==> config.mk <==
export PLATFORM = sky130hd
export DESIGN_NAME = i2c_mm_tx
export DESIGN_NICKNAME = d
export VERILOG_FILES = /design/src/rtl/i2c_mm_tx_pkg.sv /design/src/rtl/i2c_line_sync.sv /design/src/rtl/i2c_phase_timer.sv /design/src/rtl/i2c_mm_tx.sv
export SDC_FILE = /design/constraint.sdc
export NUM_CORES = 1
export LEC_CHECK = 0
export BUFFER_PORTS_ARGS = -buffer_cell sky130_fd_sc_hd__clkbuf_2
export CAP_MARGIN = 20
export CORE_ASPECT_RATIO = 1.75
export CORE_MARGIN = 2
export CORE_UTILIZATION = 50
export CTS_CLUSTER_DIAMETER = 80
export CTS_CLUSTER_SIZE = 30
export DETAILED_ROUTE_END_ITERATION = 8
export PLACE_DENSITY = 0.83
export SYNTH_ARGS = -nofsm -noshare
export SYNTH_HDL_FRONTEND = slang
export SYNTH_SLANG_ARGS = --single-unit
==> constraint.sdc <==
create_clock -name clk -period 2.3 [get_ports clk]
set_input_delay 0.115 -clock clk [delete_from_list [all_inputs] [get_ports clk]]
set_output_delay 0.115 -clock clk [all_outputs]
set_load 0.1 [all_outputs]
==> src/rtl/i2c_mm_tx_pkg.sv <==
package i2c_mm_tx_pkg;
  typedef enum logic [1:0] {
    ENG_IDLE,
    ENG_START,
    ENG_LOW,
    ENG_HIGH
  } eng_state_e;
endpackage

==> src/rtl/i2c_line_sync.sv <==
module i2c_line_sync #(
  parameter int W      = 2,
  parameter int STAGES = 2
) (
  input  logic         clk,
  input  logic         rst_n,
  input  logic [W-1:0] d,
  output logic [W-1:0] q
);
  logic [W-1:0] stage_q [STAGES];

  generate
    for (genvar s = 0; s < STAGES; s++) begin : g_stage
      always_ff @(posedge clk or negedge rst_n) begin
        if (!rst_n) stage_q[s] <= '1;
        else if (s == 0) stage_q[s] <= d;
        else stage_q[s] <= stage_q[(s == 0) ? 0 : s-1];
      end
    end
  endgenerate

  assign q = stage_q[STAGES-1];
endmodule

==> src/rtl/i2c_phase_timer.sv <==
module i2c_phase_timer #(
  parameter int CW = 16
) (
  input  logic          clk,
  input  logic          rst_n,
  input  logic          load,
  input  logic [CW-1:0] load_val,
  output logic          zero
);
  logic [CW-1:0] cnt_q;

  always_ff @(posedge clk or negedge rst_n) begin
    if (!rst_n) cnt_q <= '0;
    else if (load) cnt_q <= load_val;
    else if (cnt_q != '0) cnt_q <= cnt_q - 1'b1;
  end

  assign zero = (cnt_q == '0);
endmodule

==> src/rtl/i2c_mm_tx.sv <==
module i2c_mm_tx
  import i2c_mm_tx_pkg::*;
#(
  parameter int DW          = 8,
  parameter int CW          = 16,
  parameter int SYNC_STAGES = 2
) (
  input  logic          clk,
  input  logic          rst_n,
  input  logic [CW-1:0] low_count,
  input  logic [CW-1:0] high_count,
  input  logic          req_valid,
  output logic          req_ready,
  input  logic [DW-2:0] req_addr,
  input  logic          req_rw,
  input  logic [DW-1:0] req_data,
  input  logic          scl_i,
  input  logic          sda_i,
  output logic          scl_pull,
  output logic          sda_pull,
  output logic          busy,
  output logic          done,
  output logic          arb_lost,
  output logic          nack
);
  localparam int SHW = 2 * DW;
  localparam int BCW = $clog2(DW + 1);
  localparam logic [BCW-1:0] ACK_SLOT = BCW'(DW);

  eng_state_e     st_q;
  logic           scl_s, sda_s;
  logic           scl_oe_q, sda_oe_q;
  logic [SHW-1:0] sh_q;
  logic [BCW-1:0] bit_q;
  logic           second_q, stop_q, seen_q, ack_q;
  logic           done_q, arb_q, nack_q;
  logic           accept, tmr_load, tmr_zero, arb_hit;
  logic [CW-1:0]  tmr_val;

  i2c_line_sync #(.W(2), .STAGES(SYNC_STAGES)) u_sync (
    .clk(clk), .rst_n(rst_n), .d({scl_i, sda_i}), .q({scl_s, sda_s})
  );

  assign req_ready = (st_q == ENG_IDLE);
  assign accept    = req_valid && req_ready;

  // phase counts start from the observed bus level, never from our own drive
  always_comb begin
    tmr_load = accept
            || (st_q == ENG_LOW  && !seen_q && !scl_s)
            || (st_q == ENG_HIGH && !seen_q &&  scl_s);
    tmr_val  = (st_q == ENG_LOW) ? low_count : high_count;
  end

  i2c_phase_timer #(.CW(CW)) u_tmr (
    .clk(clk), .rst_n(rst_n), .load(tmr_load), .load_val(tmr_val), .zero(tmr_zero)
  );

  // released bit read low while the clock is high: another master won
  assign arb_hit = (st_q == ENG_HIGH) && seen_q && !stop_q &&
                   (bit_q != ACK_SLOT) && !sda_oe_q && !sda_s;

  always_ff @(posedge clk or negedge rst_n) begin
    if (!rst_n) begin
      st_q     <= ENG_IDLE;
      scl_oe_q <= 1'b0;
      sda_oe_q <= 1'b0;
      sh_q     <= '0;
      bit_q    <= '0;
      second_q <= 1'b0;
      stop_q   <= 1'b0;
      seen_q   <= 1'b0;
      ack_q    <= 1'b0;
      done_q   <= 1'b0;
      arb_q    <= 1'b0;
      nack_q   <= 1'b0;
    end else begin
      done_q <= 1'b0;
      arb_q  <= 1'b0;
      nack_q <= 1'b0;
      unique case (st_q)
        ENG_IDLE: begin
          if (accept) begin
            sh_q     <= {req_addr, req_rw, req_data};
            bit_q    <= '0;
            second_q <= 1'b0;
            stop_q   <= 1'b0;
            seen_q   <= 1'b0;
            sda_oe_q <= 1'b1;
            st_q     <= ENG_START;
          end
        end
        ENG_START: begin
          if (tmr_zero) begin
            scl_oe_q <= 1'b1;
            seen_q   <= 1'b0;
            st_q     <= ENG_LOW;
          end
        end
        ENG_LOW: begin
          if (!seen_q) begin
            if (!scl_s) begin
              seen_q   <= 1'b1;
              sda_oe_q <= stop_q ? 1'b1 :
                          (bit_q == ACK_SLOT) ? 1'b0 : ~sh_q[SHW-1];
            end
          end else if (tmr_zero) begin
            scl_oe_q <= 1'b0;
            seen_q   <= 1'b0;
            st_q     <= ENG_HIGH;
          end
        end
        ENG_HIGH: begin
          if (!seen_q) begin
            if (scl_s) begin
              seen_q <= 1'b1;
              if (bit_q == ACK_SLOT && !stop_q) ack_q <= !sda_s;
            end
          end else if (arb_hit) begin
            scl_oe_q <= 1'b0;
            sda_oe_q <= 1'b0;
            arb_q    <= 1'b1;
            st_q     <= ENG_IDLE;
          end else if (stop_q) begin
            if (tmr_zero) begin
              sda_oe_q <= 1'b0;
              done_q   <= 1'b1;
              st_q     <= ENG_IDLE;
            end
          end else if (tmr_zero || !scl_s) begin
            scl_oe_q <= 1'b1;
            seen_q   <= 1'b0;
            st_q     <= ENG_LOW;
            if (bit_q == ACK_SLOT) begin
              if (second_q || !ack_q) begin
                stop_q <= 1'b1;
                nack_q <= !ack_q;
              end else begin
                second_q <= 1'b1;
                bit_q    <= '0;
              end
            end else begin
              bit_q <= bit_q + 1'b1;
              sh_q  <= sh_q << 1;
            end
          end
        end
        default: st_q <= ENG_IDLE;
      endcase
    end
  end

  assign scl_pull = scl_oe_q;
  assign sda_pull = sda_oe_q;
  assign busy     = (st_q != ENG_IDLE);
  assign done     = done_q;
  assign arb_lost = arb_q;
  assign nack     = nack_q;
endmodule

Yosys cells after proc, flatten, opt, wreduce, memory -nomap -nowiden --
Index checks and enable logic that the tools add are counted.
Cells by class: add/sub/neg operators 2, $mul 0, div/mod/pow operators 0, order comparisons 0, eq/ne operators 25, shift-type cells 0, muxes and demuxes 84, bitwise logic cells 2, reduce and logical (&&, ||, !) cells 38
Operators with widths (number):
- $mux 16 | 9
- $mux 1 | 51
- $reduce_and 7->1 | 5
- $pmux 16 s2 | 1
- $mux 4 | 7
- $ne 2x2->1 const B | 10
- $mux 2 | 9
- $logic_not 16->1 | 1
- $reduce_bool 16->1 | 1
- $sub 16x1->16 const B | 1
- $ne 3x3->1 const B | 4
- $logic_and 1x1->1 | 11
- $ne 4x4->1 const B | 2
- $pmux 2 s4 | 1
- $pmux 4 s2 | 1
- $reduce_and 4->1 | 2
- $reduce_and 8->1 | 1
- $logic_not 1->1 | 6
- $ne 2x1->1 const B | 3
- $pmux 1 s3 | 2
- $reduce_bool 2->1 | 3
- $reduce_bool 3->1 | 2
- $add 4x1->4 const B | 1
- $eq 2x2->1 const B | 2
- other kinds (10) | 15
Storage, ports and cells: register bits 51, latch bits 0, bits in writable memories 0, memory bits (read-only) 0, bits of input ports 53, output and inout port bits 7, logic and storage cells 166, memories 0

Depth between registers and ports, before layout --
Gate-level depths: netlist (run 1).
depth after elaboration 9, mapped depth 8, depth with buffers taken out 7

By module --
A second synthesis (run 1) with hierarchy kept.
Unflattened totals: cells, all modules 318, area, all modules 3156.8 sq um
By module, submodules not included:
- i2c_mm_tx | instances 1, cells each 204, area each 2014.4 sq um, sequential area each 775.7 sq um
- i2c_phase_timer | instances 1, cells each 108, area each 1022.2 sq um, sequential area each 400.4 sq um
- i2c_line_sync | instances 1, cells each 6, area each 120.1 sq um, sequential area each 105.1 sq um

Least setup slack after synthesis (run 1) --
Ideal clock, no wire load.
kind reg2out, from reg st_q[0], to out busy, arrival 2881 ps, data required time 2185 ps, setup slack -696 ps, cell stages (with the launch flop) 4, buffers on the path 1, path through dfrtp_1 -> clkbuf_1 -> nor2_1 -> inv_1
Between the ends: word-level cells in the longest chain between the ends 1
RTL lines:
- start, declared | line i2c_mm_tx.sv:30 | eng_state_e st_q;
- start signal, assigned | line i2c_mm_tx.sv:65 | st_q <= ENG_IDLE;
- start signal, assigned | line i2c_mm_tx.sv:90 | st_q <= ENG_START;
- start signal, assigned | line i2c_mm_tx.sv:97 | st_q <= ENG_LOW;
- $reduce_bool 2->1 | line i2c_mm_tx.sv:155 | assign busy = (st_q != ENG_IDLE);
- end, declared | line i2c_mm_tx.sv:21 | output logic busy,
Every way passes these cells.

Worst setup path in the final report (run 1) --
from reg u_tmr.cnt_q[5], to reg sh_q[14]
Between the ends: word-level cells in the longest chain between the ends 4
RTL lines:
- start, declared | line i2c_phase_timer.sv:10 | logic [CW-1:0] cnt_q;
- start signal, assigned | line i2c_phase_timer.sv:14 | else if (load) cnt_q <= load_val;
- start signal, assigned | line i2c_phase_timer.sv:15 | else if (cnt_q != '0) cnt_q <= cnt_q - 1'b1;
- $logic_not 16->1 | line i2c_phase_timer.sv:18 | assign zero = (cnt_q == '0);
- $logic_or 1x1->1 | line i2c_mm_tx.sv:130 | end else if (tmr_zero || !scl_s) begin
- $ne 2x1->1 (no line)
- $reduce_and 7->1 (no line)
- end signal, assigned | line i2c_mm_tx.sv:84 | sh_q <= {req_addr, req_rw, req_data};
- end signal, assigned | line i2c_mm_tx.sv:144 | sh_q <= sh_q << 1;
- end, declared | line i2c_mm_tx.sv:33 | logic [SHW-1:0] sh_q;
Every way passes these cells. A chain may end at the register's enable or synchronous reset.

==> impl_metrics.json, run 1 <==
{
  "dp_hpwl_um": 5401,
  "cp.arrival_ns": 2.34,
  "maxCapViolCount": 0,
  "criticalPathCategory": "reg2reg",
  "num_vias": 2662,
  "critPathBufInv": 1,
  "final_layout_size_suffix_gt1_share_pct": 30.67,
  "hold_viol_final": 0,
  "cp-end-kind": "flip-flop",
  "min_to": "sh_q[0]",
  "fp.dieW_um": 63.01,
  "die_area_mm2": 0.006758,
  "synth_seq_area_share_pct": 42.05,
  "hold_path_class": "in2reg",
  "numCtsBuffers": 5,
  "grt_overflow_total": 0,
  "synth_edf_count": 0,
  "grt_pass1_vias": 2696,
  "cp_top_family": "simple AND/OR/NAND/NOR gates",
  "timing.hold.ws_ns": 0.01618,
  "path_max_fanout": 15,
  "tightest_slew_ns": 0.5424,
  "io_pins": 60,
  "start_kind": "flip-flop",
  "placed_area_mm2": 0.003562,
  "timing.rr.start": "u_tmr.cnt_q[5]",
  "setup_viol": 0,
  "reg2reg_depth": 6,
  "skew_ns": 0.01158,
  "slew_violations": 0,
  "timing.fmax_mhz": 468.5,
  "num_rows": 37,
  "yosysMostFrequentCell": "nand2_1",
  "fin_setup_tns_ns": 0,
  "ys_seq_elements": 51,
  "cellPowerDensity_mw_per_mm2": 597.3,
  "final_net_count": 457,
  "grt_first_pass_wirelength_um": 11740,
  "vdd_ir_drop_max_v": 0.0003997,
  "grt_use_total_pct": 22.17,
  "core_region_area_mm2": 0.005879,
  "r2r-end": "sh_q[14]",
  "clock_latency_ns": 0.31,
  "synth_top_area_share_pct": 38.60,
  "initial_core_util_pct": 51.82,
  "synth_ff_type": "dfrtp_1",
  "seq_area_mm2": 0.001282,
  "antenna_found_initial": 0,
  "finalCritPeriodShare_pct": 92.81,
  "drt_iter0_drc": 148,
  "yosys-top-cells-area": "dfrtp_1 39%, nand2_1 8.0%, mux2_4 4.9%",
  "r2r_slack_ns": 0.17,
  "firstDrtPassIters": 4,
  "ys.warnings.count": 0,
  "crit_start": "u_tmr.cnt_q[5]",
  "cp_cell_sequence": "or4_2 > nor2_1 > a21oi_2 > nor2_4 > buf_12 > mux2_2",
  "antenna_left": 0,
  "via_per_inst": 5.557,
  "hold_start": "req_data[0]",
  "dieHeight_um": 107.3,
  "cts_root_buf": "clkbuf_8",
  "layout_min_cycle_time_ns": 2.135,
  "nFillCells": 514,
  "gp_congestion": 0.9527,
  "holdPathStages": 3,
  "rsz0062_at_grt": "false",
  "async_reset_ff_share_pct": 100.0,
  "synth_common_cells": "65 x nand2_1, 47 x dfrtp_1, 21 x nor2_1, 17 x a21oi_1, 13 x mux2i_1",
  "grt_max_degree": 52,
  "crit_required_ns": 2.51,
  "cellLeakagePower_uw": 0.001767,
  "syn_to_final_growth_pct": 21.60,
  "drcViolationCount": 0,
  "synth_area_mm2": 0.003047,
  "postSynthCellCount": 324,
  "critPathSlowestCell": "or4_2",
  "design_area_mm2": 0.003705,
  "syn_nets": 381,
  "multi_input_area_mm2": 0.001645,
  "status": "completed",
  "path_clk_slew_ns": 0.09,
  "cts_tree": "done",
  "relSlewSlack_pct": 64.00,
  "cts_max_path_buffers": 2,
  "synth.avg_cell_area_um2": 9.403,
  "wl_per_cell_um": 14.38,
  "numPortBuffers": 59,
  "cpPeakStageDelay_ns": 0.70,
  "yosysTopAreaCell": "dfrtp_1",
  "clkSinkCount": 51,
  "diodes": 0,
  "routed_wl_um": 6887,
  "cts-htree-levels": 2,
  "synth_cell_type_count": 58
}
==> placed cells by master, fill, tap and decap left out, types with 2 or more instances in the layout <==
cell type      count
nand2_1           65
clkbuf_2          59
dfrtp_1           46
buf_4             20
nor2_1            19
a21oi_1           17
mux2i_1           13
o21ai_0           11
inv_1             10
a211oi_1          10
mux2_4            10
nor2b_1            9
nor4_1             6
xor2_1             6
xnor2_1            6
nand3b_1           5
nand3_1            5
mux2_2             5
clkbuf_8           5
nand4_1            4
o22ai_1            4
ha_1               4
dfstp_2            4
and3_1             3
a21boi_0           3
a311oi_1           3
a31oi_1            3
dlygate4sd3_1      3
buf_12             3
nor2_4             2
nor3_1             2
and4_1             2
or3_1              2
clkbuf_1           2
==> timing repair <==
| item | in CTS | in global routing |
|---|---|---|
| buffers inserted | 0 | 0 |
| hold endpoints to repair | 49 | 0 |
| setup endpoints to repair | 0 | 5 |
| hold buffers | 3 | 0 |
| gates resized for setup | 0 | 1 |
==> metal layers <==
metal / vias up / wire, um / global-route usage (%)
met5: - / 0 / 0
met4: 0 / 335 / 14.13
met3: 25 / 356 / 4.079
met2: 115 / 3794 / 42.17
met1: 1230 / 2401 / 21.27
li1: 1292 / - / -
==> registers in the layout, summed over array words and instances, names as in the netlist <==
register        count
nack                1
u_tmr.cnt_q        16
scl_pull            1
second_q            1
sda_pull            1
bit_q               4
u_sync.q            2
sh_q               16
st_q                2
seen_q              1
ack_q               1
stop_q              1
arb_lost            1
u_sync.stage_q      2
done                1
==> worst min-delay path: cells and delay by family <==
family | cells | cell delay (ns)
AND/OR/NAND/NOR | 2 | 0.10
buffers and inverters | 1 | 0.09
==> logic make-up after synthesis <==
logic type      Yosys count  share of synthesized area [%]
fa+ha+maj                 4                          1.643
mux                      29                          11.42
compound gates           63                          13.72
simple gates            139                          23.25
buf+inv                  26                          4.477
flops                    51                          42.05
xor+xnor                 12                          3.450
==> cell type report <==
cell class	instances	area share [%]
well taps	78	2.634
multi-input cells	247	44.41
repair buffers	85	14.45
inverters	10	1.013
flip-flops and latches	51	34.62
clock buffers	7	2.060
clock inverters	1	0.8105
==> worst max-delay path by stage <==
stage	to	cells past startpoint
2_1_floorplan	sh_q[10]	6
3_3_place_gp	sh_q[12]	6
3_5_place_dp	bit_q[1]	7
4_1_cts	bit_q[1]	7
5_1_grt	bit_q[1]	7
6_report	sh_q[14]	6
==> metrics by stage <==
stage | instances | utilization (%) | worst slack, ns | total power, uW
global placement | 468 | 60.59 | 0.1970 | 1576
global route | 479 | 63.01 | 0.08390 | 2342
finish | 479 | 63.01 | 0.1654 | 2213
CTS | 479 | 62.91 | 0.06838 | 2226
floorplan | 324 | - | 0.1364 | 1428
detailed placement | 468 | 60.59 | 0.1045 | 1608
==> where the power goes <==
part | total [uW] | switching, uW | internal, uW
clock | 610 | 285 | 326
combinational | 464 | 230 | 234
sequential | 1140 | 130 | 1010
total | 2210 | 644 | 1570
No activity file was read; power rests on OpenSTA's default activity.
==> run 2, diff against run 1 <==
ABC_AREA = 1   (was not set)
CORE_UTILIZATION = 51   (was 50)
PLACE_DENSITY = 0.84   (was 0.83)
==> run 2 against run 1 <==
Effect of this change:
- worst setup slack improved by 0.044 ns
- design area rose by 0.41%
- clock power down 16%
- synthesized cell count is 36% higher
- power is 110% higher
- register-to-register slack improved by 0.04 ns
- critical path depth is 6 higher
- area after synthesis grew 5.7%
==> impl_metrics.json, run 2 <==
{
  "cts-htree-levels": 2,
  "cts_root_buf": "clkbuf_8",
  "cts_tree": "done",
  "setup_ws_ns": 0.2093,
  "synth.avg_cell_area_um2": 7.320,
  "final_common_cell": "nand2_1",
  "hold_path_class": "in2reg",
  "cts_max_path_buffers": 2,
  "finalCritPeriodShare_pct": 90.90,
  "dieHeight_um": 109.1,
  "fp.dieW_um": 64.07,
  "largestRegisters": "sh_q x16, u_tmr.cnt_q x16, bit_q x4",
  "drcViolationCount": 0,
  "timing.fmax_mhz": 478.3,
  "start_kind": "flip-flop",
  "numPortBuffers": 59,
  "rsz0062_at_grt": "false",
  "cellPowerDensity_mw_per_mm2": 1254,
  "grt_pass1_vias": 3108,
  "path_max_fanout": 16,
  "timing.hold.ws_ns": 0.03814,
  "initial_core_util_pct": 52.51,
  "tightest_slew_ns": 0.5532,
  "synth_ff_type": "dfrtp_1",
  "async_reset_ff_share_pct": 100.0,
  "gp_congestion": 0.9210,
  "routed_wl_um": 8054,
  "slew_violations": 0,
  "via_per_inst": 5.297,
  "yosysMostFrequentCell": "nand2_1",
  "grt_use_total_pct": 24.67,
  "hold_viol_final": 0,
  "mostFrequentLayoutCells": "127 x nand2_1, 59 x clkbuf_2, 53 x nor2_1",
  "post-place-cells": 574,
  "num_vias": 3104,
  "path_clk_slew_ns": 0.09,
  "num_rows": 38,
  "clkSinkCount": 51,
  "io_pins": 60,
  "vdd_ir_drop_max_v": 0.0007729,
  "grt_overflow_total": 0,
  "ys_seq_elements": 51,
  "fin_setup_tns_ns": 0,
  "layoutNonFillerInstCount": 586,
  "drt_iter0_drc": 193,
  "ys.warnings.count": 0,
  "maxCapViolCount": 0,
  "synth_edf_count": 0,
  "syn_to_final_growth_pct": 15.50,
  "dp_hpwl_um": 6152,
  "final_net_count": 562,
  "criticalPathCategory": "reg2reg",
  "grt_first_pass_wirelength_um": 13520,
  "postSynthCellCount": 440,
  "antenna_left": 0,
  "syn_nets": 497,
  "final_layout_size_suffix_gt1_share_pct": 24.51,
  "cp-end-kind": "flip-flop",
  "core_region_area_mm2": 0.006133,
  "wl_per_cell_um": 13.74,
  "numCtsBuffers": 5,
  "cellLeakagePower_uw": 0.001866,
  "antenna_found_initial": 0,
  "grt_max_degree": 34,
  "clock_latency_ns": 0.31,
  "nFillCells": 590,
  "relSlewSlack_pct": 63.28,
  "design_area_mm2": 0.003720,
  "skew_ns": 0.007149,
  "yosys-top-cells-area": "dfrtp_1 37%, nand2_1 15%, nor2_1 6.2%",
  "synth_seq_area_share_pct": 39.78,
  "dp_slack_ns": 0.09277,
  "placed_area_mm2": 0.003590,
  "synth_common_cells": "127 x nand2_1, 53 x nor2_1, 47 x dfrtp_1, 39 x inv_1, 28 x nand3_1",
  "synth_area_mm2": 0.003221,
  "setup_viol": 0,
  "layout_min_cycle_time_ns": 2.091,
  "synth_top_area_share_pct": 36.52,
  "yosysTopAreaCell": "dfrtp_1",
  "crit_required_ns": 2.53,
  "diodes": 0,
  "firstDrtPassIters": 4,
  "cp.arrival_ns": 2.32,
  "synth_cell_type_count": 34,
  "status": "completed",
  "die_area_mm2": 0.006992
}
[run 2: cell count changes after synthesis, moves of 10 or more]
cell / previous run / this run
nand2_1: 65 / 127
o21ai_2: 0 / 16
nand3_1: 5 / 28
and2_0: 0 / 15
mux2i_1: 13 / 0
mux2_4: 10 / 0
inv_1: 10 / 39
a211oi_1: 10 / 0
nor2_1: 21 / 53
[run 2: kinds of logic (layout without fill, tap and decap cells)]
logic type / Yosys count / in the layout / synth area share [%]
and+or+nand+nor: 249 / 250 / 34.27
AOI/OAI and AO/OA: 66 / 66 / 12.86
buffers and inverters: 59 / 124 / 8.236
DFF: 51 / 51 / 39.78
xor gates and xnor gates: 7 / 7 / 1.904
adders and majority gates: 4 / 4 / 1.554
muxes: 4 / 4 / 1.399
[run 2: where the power goes]
| part | total, uW | internal [uW] | switching (uW) |
|---|---|---|---|
| clock network | 511 | 214 | 297 |
| logic | 2580 | 858 | 1720 |
| registers | 1580 | 1250 | 327 |
[run 2: timing repair]
item	in CTS	in global routing
endpoints found under the setup margin	0	16
endpoints found under the hold margin	18	0
setup buffers	0	0
gates resized for setup	0	2
hold buffers	3	0
[run 2: metal layers]
| layer | vias up | share of wire, % | global-route usage (%) |
|---|---|---|---|
| li1 | 1533 | - | - |
| met4 | 0 | 5.1 | 13.82 |
| met3 | 34 | 4.7 | 3.302 |
| met5 | - | 0 | 0 |
| met1 | 1426 | 35 | 25.15 |
| met2 | 111 | 55 | 47.10 |
[run 2: final timing paths]
kind / depth (start not counted) / startpoint / end / slack, ns
setup / recovery: 12 / u_tmr.cnt_q[0] / sh_q[6] / 0.21
hold / removal: 3 / high_count[3] / u_tmr.cnt_q[3] / 0.04
setup reg to reg: 12 / u_tmr.cnt_q[0] / sh_q[6] / 0.21
hold reg to reg: 0 / u_sync.stage_q[3] / u_sync.q[1] / 0.36
max in group asynchronous: 3 / rst_n / u_sync.stage_q[3] / 1.15
min in group asynchronous: 2 / rst_n / u_tmr.cnt_q[2] / 0.30
[run 2: critical path: stages (launching register included)]
cell and delay (ns):
dfrtp_1 0.40, inv_1 0.12, ha_1 0.20, inv_1 0.05, nor2_1 0.12, nand2_1 0.06
nor2_1 0.12, nand2_2 0.16, nand2_2 0.12, inv_2 0.06, nand2_2 0.13, nand3_4 0.26
o21ai_2 0.21
[run 2: cell type report]
type | instances | area, um^2 | area share [%]
Inverter | 45 | 171.4 | 4.608
Sequential cell | 51 | 1282 | 34.48
Timing Repair Buffer | 71 | 392.9 | 10.56
Multi-Input combinational cell | 331 | 1692 | 45.48
Clock inverter | 1 | 5.005 | 0.1345
Tap cell | 80 | 100.1 | 2.691
Clock buffer | 7 | 76.32 | 2.052
[run 2: stage by stage]
| stage | power (uW) | util, % |
|---|---|---|
| floorplan | 3606 | - |
| detailed placement | 4120 | 58.53 |
| CTS | 4645 | 60.34 |
| global placement | 4027 | 58.53 |
| finish | 4664 | 60.65 |
| global route | 5097 | 60.65 |
==> run 3, diff against run 2 <==
HOLD_SLACK_MARGIN = 0.05   (was not set)
==> run 3 against run 2 <==
Effect of this change:
- die area did not move
- core utilization rose by 0.16 points
- register-to-register slack barely moved
- fmax barely moved
- global-route usage did not move
- clock power barely moved
- sequential power barely moved
- worst setup slack improved by 0.00075 ns
- critical path depth did not move
- power barely moved
- final cell count rose by 0.17%
- combinational power barely moved
==> impl_metrics.json, run 3 (synthesized netlist as in run 2, its figures left out) <==
{
  "tightest_slew_ns": 0.5532,
  "cts_root_buf": "clkbuf_8",
  "cp_top_family": "simple AND/OR/NAND/NOR gates",
  "placed_area_mm2": 0.003590,
  "setup_ws_ns": 0.2100,
  "antenna_found_initial": 0,
  "nFillCells": 589,
  "switching_share_pct": 50.19,
  "firstDrtPassIters": 4,
  "finalCritPeriodShare_pct": 90.87,
  "slew_violations": 0,
  "cts_tree": "done",
  "multi_input_area_mm2": 0.001692,
  "p_seq_share_pct": 33.9,
  "core_region_area_mm2": 0.006133,
  "hold_start": "req_data[0]",
  "cp_cell_sequence": "inv_1 > ha_1 > inv_1 > nor2_1 > nand2_1 > nor2_1 > nand2_2 > nand2_2 > inv_2 > nand2_2 > nand3_4 > o21ai_2",
  "design_area_mm2": 0.003730,
  "skew_ns": 0.008275,
  "r2r_slack_ns": 0.21,
  "grt_use_total_pct": 24.67,
  "mostFrequentLayoutCells": "127 x nand2_1, 59 x clkbuf_2, 53 x nor2_1",
  "cp-end-kind": "flip-flop",
  "clock_latency_ns": 0.31,
  "fin_setup_tns_ns": 0,
  "cp.arrival_ns": 2.32,
  "path_clk_slew_ns": 0.10,
  "dp_hpwl_um": 6152,
  "power.switching_uw": 2341,
  "p_total_uw": 4666,
  "gp_congestion": 0.9210,
  "drcViolationCount": 0,
  "p_clk_share_pct": 11.0,
  "p_int_uw": 2324,
  "wl_per_cell_um": 13.74,
  "largestRegisters": "sh_q x16, u_tmr.cnt_q x16, bit_q x4",
  "layoutNonFillerInstCount": 587,
  "num_rows": 38,
  "cellLeakagePower_uw": 0.001870,
  "timing.fmax_mhz": 478.5,
  "drt_iter0_drc": 223,
  "maxCapViolCount": 0,
  "cellPowerDensity_mw_per_mm2": 1251,
  "clkSinkCount": 51,
  "setup_viol": 0,
  "dp_slack_ns": 0.09277,
  "dieHeight_um": 109.1,
  "timing.rr.start": "u_tmr.cnt_q[0]",
  "hold_viol_final": 0,
  "gr-usage-met3_pct": 3.302,
  "numPortBuffers": 59,
  "fp.dieW_um": 64.07,
  "start_kind": "flip-flop",
  "crit_required_ns": 2.53,
  "initial_core_util_pct": 52.51,
  "cts_setup_buffers": 0,
  "grt.busiest_layer": "met2",
  "seq_area_mm2": 0.001282,
  "final_common_cell": "nand2_1",
  "min_to": "sh_q[0]",
  "cts_max_path_buffers": 2,
  "grt_pass1_vias": 3108,
  "cts-htree-levels": 2,
  "final_layout_size_suffix_gt1_share_pct": 24.46,
  "layout_min_cycle_time_ns": 2.090,
  "syn_to_final_growth_pct": 15.81,
  "reg2reg_depth": 12,
  "vdd_ir_drop_max_v": 0.0007714,
  "hold_path_class": "in2reg",
  "grt_max_degree": 34,
  "critPathBufInv": 3,
  "routed_wl_um": 8064,
  "antenna_left": 0,
  "relSlewSlack_pct": 63.27,
  "criticalPathCategory": "reg2reg",
  "post-place-cells": 574,
  "holdPathStages": 3,
  "use_met1_pct": 25.15,
  "num_vias": 3135,
  "critPathSlowestCell": "dfrtp_1",
  "use_met2_pct": 47.10,
  "numCtsBuffers": 5,
  "via_per_inst": 5.341,
  "r2r-end": "sh_q[11]",
  "path_max_fanout": 16,
  "die_area_mm2": 0.006992,
  "p_comb_share_pct": 55.1,
  "io_pins": 60,
  "final_net_count": 563,
  "diodes": 0,
  "grt_first_pass_wirelength_um": 13520,
  "cpPeakStageDelay_ns": 0.40,
  "grt_overflow_total": 0,
  "worst_path_most_repeated_cell": "nand2_2",
  "status": "completed",
  "rsz0062_at_grt": "false"
}
run 3: through the flow:
stage,hold slack (ns),utilization [%]
final,0.05276,60.81
after CTS,0.05048,60.51
after global routing,0.05305,60.81
after floorplan,-0.1806,-
after global placement,0.1043,58.53
after detailed placement,0.1119,58.53
run 3: cell type report:
| class | count | share of cell area [%] |
|---|---|---|
| Multi-Input combinational cell | 331 | 45.35 |
| Sequential cell | 51 | 34.38 |
| Timing Repair Buffer | 72 | 10.80 |
| Inverter | 45 | 4.596 |
| Tap cell | 80 | 2.684 |
| Clock buffer | 7 | 2.046 |
| Clock inverter | 1 | 0.1342 |
run 3: repair_timing:
item / CTS / global route
endpoints found under the setup margin: 0 / 16
endpoints found under the hold margin: 19 / 0
hold buffers: 4 / 0
gates resized for setup: 0 / 2
run 3: worst reg2reg max path, stage by stage, from the launching register on:
cell     delay (ns)
dfrtp_1        0.40
inv_1          0.12
ha_1           0.20
inv_1          0.05
nor2_1         0.12
nand2_1        0.06
nor2_1         0.12
nand2_2        0.16
nand2_2        0.12
inv_2          0.06
nand2_2        0.13
nand3_4        0.26
o21ai_2        0.21
run 3: power groups by stage:
stage / combinational [uW] / clock (uW) / sequential [uW]
2_1_floorplan: 2010 / 0 / 1600
3_3_place_gp: 2460 / 0 / 1570
3_5_place_dp: 2540 / 0 / 1580
4_1_cts: 2550 / 524 / 1570
5_1_grt: 2920 / 555 / 1620
6_report: 2570 / 513 / 1580
run 3: how the worst max path moves through the flow:
stage,startpoint,end,slack [ns],depth (start not counted)
after floorplan,st_q[1],bit_q[0],0.08,11
final,u_tmr.cnt_q[0],sh_q[11],0.21,12
after global placement,st_q[1],sh_q[13],0.20,8
after global routing,u_tmr.cnt_q[0],sh_q[11],0.03,12
after detailed placement,u_tmr.cnt_q[0],sh_q[3],0.09,13
after CTS,u_tmr.cnt_q[0],sh_q[3],0.06,13
run 3: layer usage:
layer,vias up,part of all wire (%)
li1,1533,-
met4,0,4.7
met3,29,4.5
met5,-,0
met1,1466,35
met2,107,55
